**config.mk**
```make
export PLATFORM = sky130hd
export DESIGN_NAME = irq_cascade_ctl
export DESIGN_NICKNAME = d
export VERILOG_FILES = /design/src/rtl/irq_cascade_ctl.sv
export SDC_FILE = /design/constraint.sdc
export NUM_CORES = 1
export LEC_CHECK = 0
export CORE_AREA = 3 3 40 42
export DETAILED_ROUTE_END_ITERATION = 10
export DIE_AREA = 0 0 43 45
export GPL_TIMING_DRIVEN = 1
export PLACE_DENSITY = 0.71
export SYNTH_ARGS = -nofsm -noshare
export SYNTH_HDL_FRONTEND = slang
export SYNTH_SLANG_ARGS = --single-unit
```
**constraint.sdc**
```tcl
create_clock -name clk -period 2.3 [get_ports clk]
set_input_delay 0.46 -clock clk [delete_from_list [all_inputs] [get_ports clk]]
set_output_delay 0.46 -clock clk [all_outputs]
set_load 0.02 [all_outputs]
```
**src/rtl/irq_cascade_ctl.sv**
```systemverilog
module irq_cascade_ctl #(
  parameter int SRC_W  = 4,
  parameter int ADDR_W = 3,
  parameter int SYNC_N = 2
) (
  input  logic              clk,
  input  logic              rst_n,
  input  logic              chain_mode,
  input  logic              two_ack,
  input  logic [ADDR_W-1:0] slave_addr,
  input  logic [SRC_W-1:0]  req_pend,
  input  logic [ADDR_W-1:0] en_in,
  input  logic              inta,
  output logic              int_out,
  output logic              prio_out,
  output logic              prio_oe,
  output logic              ack_pulse
);

  localparam int SW = ADDR_W + 1;

  logic [SYNC_N-1:0][SW-1:0] sync;
  logic [ADDR_W-1:0] en_s;
  logic inta_s, inta_q, busy, second, int_q, ack_q;
  logic pend, prio_in, gate, inta_rise, inta_fall, suppress, match, accept;

  always_ff @(posedge clk or negedge rst_n)
    if (!rst_n) sync <= '0;
    else begin
      sync[0] <= {inta, en_in};
      for (int i = 1; i < SYNC_N; i++) sync[i] <= sync[i-1];
    end

  assign inta_s    = sync[SYNC_N-1][ADDR_W];
  assign en_s      = sync[SYNC_N-1][ADDR_W-1:0];
  assign pend      = |req_pend;
  assign prio_in   = en_s[1];
  assign gate      = ~chain_mode | prio_in;
  assign inta_rise = inta_s & ~inta_q;
  assign inta_fall = ~inta_s & inta_q;
  assign suppress  = inta_s | busy;
  assign match     = chain_mode ? prio_in : (en_s == slave_addr);
  assign accept    = inta_rise & ~second & int_q & match;

  always_ff @(posedge clk or negedge rst_n)
    if (!rst_n) begin
      inta_q <= 1'b0;
      busy   <= 1'b0;
      second <= 1'b0;
      int_q  <= 1'b0;
      ack_q  <= 1'b0;
    end else begin
      inta_q <= inta_s;
      ack_q  <= accept;
      if (inta_rise) busy <= 1'b1;
      else if (inta_fall && (!two_ack || second)) busy <= 1'b0;
      if (inta_fall) second <= two_ack & ~second;
      if (accept || !gate || !pend) int_q <= 1'b0;
      else if (!suppress) int_q <= 1'b1;
    end

  assign int_out   = int_q & gate;
  assign prio_out  = chain_mode & prio_in & ~int_q;
  assign prio_oe   = chain_mode;
  assign ack_pulse = ack_q;

  p_ack_one_r10: assert property (@(posedge clk) disable iff (!rst_n)
    ack_q |=> !ack_q);

  p_ack_drop_r3: assert property (@(posedge clk) disable iff (!rst_n)
    ack_q |-> !int_q);

  p_addr_match_r3: assert property (@(posedge clk) disable iff (!rst_n)
    (ack_q && !chain_mode) |-> $past(en_s == slave_addr));

  p_chain_abort_r5: assert property (@(posedge clk) disable iff (!rst_n)
    (chain_mode && !prio_in) |=> !int_q);

  p_prio_low_r6: assert property (@(posedge clk) disable iff (!rst_n)
    int_q |-> !prio_out);

  p_no_trigger_r8: assert property (@(posedge clk) disable iff (!rst_n)
    $rose(int_q) |-> $past(!inta_s && !busy));

  p_chain_grant_r7: assert property (@(posedge clk) disable iff (!rst_n)
    (ack_q && chain_mode) |-> $past(prio_in));

endmodule

```
==> flow_metrics.tcl <==
set metrics [dict create \
    run_status "completed" \
    insertion_delay_ns 0.27 \
    slew_headroom 0.625 \
    global_route.overflow_total 0 \
    setup.worst_path.start "chain_mode" \
    clock_skew_ns 0.00597 \
    hold_bufs_inserted_after_cts 0 \
    min_path_type "reg -> reg" \
    routedWlPerCell_um 11.3 \
    drive_above_1_share 0.140 \
    setup_viol 0 \
    min_period_ns 2.22 \
    worstMarginPinSlew_ns 0.561 \
    buffer_ports.inserted 18 \
    initial_cell_density_of_the_core 0.375 \
    postRouteAntennaNets 0 \
    design.final.nets 73 \
    clock_sinks 13 \
    intPower_uw 362 \
    cp-endpoint "int_out" \
    drt_drc_violations_left 0 \
    routabilityCongestion 0.681 \
    worst_slack_ns 0.0846 \
    floorplan.die.width_um 43 \
    postCtsResizedCells 0 \
    cts_buffers 3 \
    yosys_warnings 0 \
    number_of_h_tree_levels 1 \
    drt-initial-drc-count 3 \
    worst_ir_drop_vdd_mv 0.304 \
    layout_common_cells "sky130_fd_sc_hd__clkdlybuf4s50_1 (18), sky130_fd_sc_hd__dfrtp_1 (13), sky130_fd_sc_hd__clkbuf_4 (3)" \
    pwr-share-clk 0.285 \
    floorplan.die_area_um2 1940 \
    regToRegSetupSlack_ns 1.19 \
    power.switching_fraction 0.227 \
    grt_pass1_wl_um 1460 \
    clk_path_buf_depth 2 \
    wirelength_um 814 \
    worstPathRequired_ns 1.84 \
    place_ws_ns 0.0844 \
    grt_pass1_vias 339 \
    power_density_nw_per_um2 662 \
    syn_area_per_cell_um2 13.8 \
    initial_antenna_violation_count 0 \
    type_of_origin_of_the_critical_path "input pin" \
    synth_top_area_frac 0.675 \
    post_synth_num_cell_types 17 \
    cts_tree "built" \
    p_leak_uw 0.000294 \
    timing_worst_setup_path_type "in -> out" \
    yosys_register_bits 13 \
    crit_path_end_kind "primary output" \
    switching_power_uw 106 \
    area_growth_syn_to_layout_pct 46.8 \
    power.share.sequential 0.550 \
    rsz0062_at_grt "no" \
    worst-endpoint-arrival_ns 1.76 \
    layout_commonest_cell "sky130_fd_sc_hd__clkdlybuf4s50_1" \
    io-pin-count 19 \
    worst_r2r_endpoint "ack_pulse$_DFF_PN0_" \
    ys_seq_area_frac 0.675 \
    rows 13 \
    root_buffer_cell "sky130_fd_sc_hd__clkbuf_4" \
    cts_setup_buffers 0 \
    p_total_uw 468 \
    synth_largest_area_cell "sky130_fd_sc_hd__dfrtp_1" \
    all_layer_global_routing_usage 0.104 \
    num_vias 341 \
    fin_crit_sh 0.963 \
    maxClockFrequency_mhz 451 \
    maxSlewViolCount 0 \
    detailedRoute.firstPassIterationCount 3 \
    main_area_contributors_after_synthesis "sky130_fd_sc_hd__dfrtp_1 (68%), sky130_fd_sc_hd__xnor2_1 (3.6%), sky130_fd_sc_hd__and2_1 (2.6%)" \
    floorplan.core_area_um2 1280 \
    num_antenna_cells 0 \
    detailed_placer_s_ending_hpwl_um 666 \
    p_comb_frac 0.165 \
    fin_tns_setup_ns 0 \
    maxCapViolations 0 \
    synth_area_um2 482 \
    crit_path_max_fanout 4 \
    reg2reg_from "en_s[1]$_DFF_PN0_" \
    post_drt_via_cell_ratio 4.74 \
    r2r_cells 3 \
    postSynthNetCount 50 \
    clock_pin_slew_of_the_registers_on_the_worst_case_setup_and_hold_paths_ns 0.07 \
    die_height_um 45 \
    syn_inst 35 \
    final_hold_viol_count 0 \
    grt_start_max_net_pins 14 \
]
## metal layers
| metal | vias to the layer above | wire (µm) | global-route usage |
|---|---|---|---|
| met4 | 0 | 0 | 0.0723 |
| met2 | 14 | 448 | 0.174 |
| met5 | - | 0 | 0 |
| met3 | 0 | 77 | 0.0319 |
| met1 | 164 | 288 | 0.112 |
| li1 | 163 | - | - |
## area by class of cell
cell class / instances / area, µm²
tap: 15 / 18.8
fill: 134 / 578
clock buffer: 4 / 26.3
multi-input combinational: 21 / 149
timing repair buffer: 19 / 188
sequential: 13 / 325
## cell usage after synthesis
master	n
sky130_fd_sc_hd__a21o_1	1
sky130_fd_sc_hd__a21oi_1	2
sky130_fd_sc_hd__a21oi_2	1
sky130_fd_sc_hd__and2_1	2
sky130_fd_sc_hd__buf_4	1
sky130_fd_sc_hd__dfrtp_1	13
sky130_fd_sc_hd__mux2_2	1
sky130_fd_sc_hd__nand2_1	1
sky130_fd_sc_hd__nand2b_1	1
sky130_fd_sc_hd__nand4bb_1	1
sky130_fd_sc_hd__nor2_1	2
sky130_fd_sc_hd__nor2b_1	2
sky130_fd_sc_hd__o211ai_2	1
sky130_fd_sc_hd__o21ai_0	2
sky130_fd_sc_hd__or3_1	1
sky130_fd_sc_hd__or4_4	1
sky130_fd_sc_hd__xnor2_1	2
## registers in the layout (all words and copies together), names as in the netlist
signal and count:
sync 4, en_s 3, ack_pulse 1, busy 1, int_q 1, inta_q 1
inta_s 1, second 1
## kinds of logic (layout without fill, tap and decap cells)
family,count (synthesis),in the layout,share of synthesized area
and+or+nand+nor,11,11,0.148
buffers and inverters,1,23,0.0156
xor gates and xnor gates,2,2,0.0364
DFF,13,13,0.675
muxes,1,1,0.0234
AOI/OAI and AO/OA,7,7,0.101
## how the worst min path moves through the flow
stage | startpoint | to | slack (ns) | cells after the start
4_1_cts | sync[1]$_DFF_PN0_ | en_s[1]$_DFF_PN0_ | 0.35 | 0
2_1_floorplan | rst_n | ack_pulse$_DFF_PN0_ | 0.16 | 0
6_report | sync[1]$_DFF_PN0_ | en_s[1]$_DFF_PN0_ | 0.35 | 0
5_1_grt | sync[0]$_DFF_PN0_ | en_s[0]$_DFF_PN0_ | 0.36 | 0
3_5_place_dp | sync[1]$_DFF_PN0_ | en_s[1]$_DFF_PN0_ | 0.34 | 0
3_3_place_gp | sync[1]$_DFF_PN0_ | en_s[1]$_DFF_PN0_ | 0.33 | 0
## through the flow
| stage | cell area (µm²) | hold WS (ns) | instances | util |
|---|---|---|---|---|
| 4_1_cts | 707 | 0.353 | 72 | 0.550 |
| 2_1_floorplan | 482 | 0.164 | 35 | - |
| 3_5_place_dp | 681 | 0.336 | 68 | 0.530 |
| 5_1_grt | 707 | 0.363 | 72 | 0.550 |
| 6_report | 707 | 0.351 | 72 | 0.550 |
| 3_3_place_gp | 681 | 0.332 | 68 | 0.530 |
## power groups by stage
stage | clock, µW | combinational, µW | sequential, µW
after detailed placement | 0 | 78.4 | 263
final | 134 | 77.1 | 258
after CTS | 144 | 78.7 | 258
after floorplan | 0 | 34.9 | 260
after global placement | 0 | 77.4 | 262
after global routing | 153 | 84.7 | 261
## worst max-delay path: stages
cell and delay [ns]:
sky130_fd_sc_hd__clkdlybuf4s50_1 0.51, sky130_fd_sc_hd__nand2b_1 0.10, sky130_fd_sc_hd__and2_1 0.16, sky130_fd_sc_hd__clkdlybuf4s50_1 0.53
(Power assumes the default switching activity.)
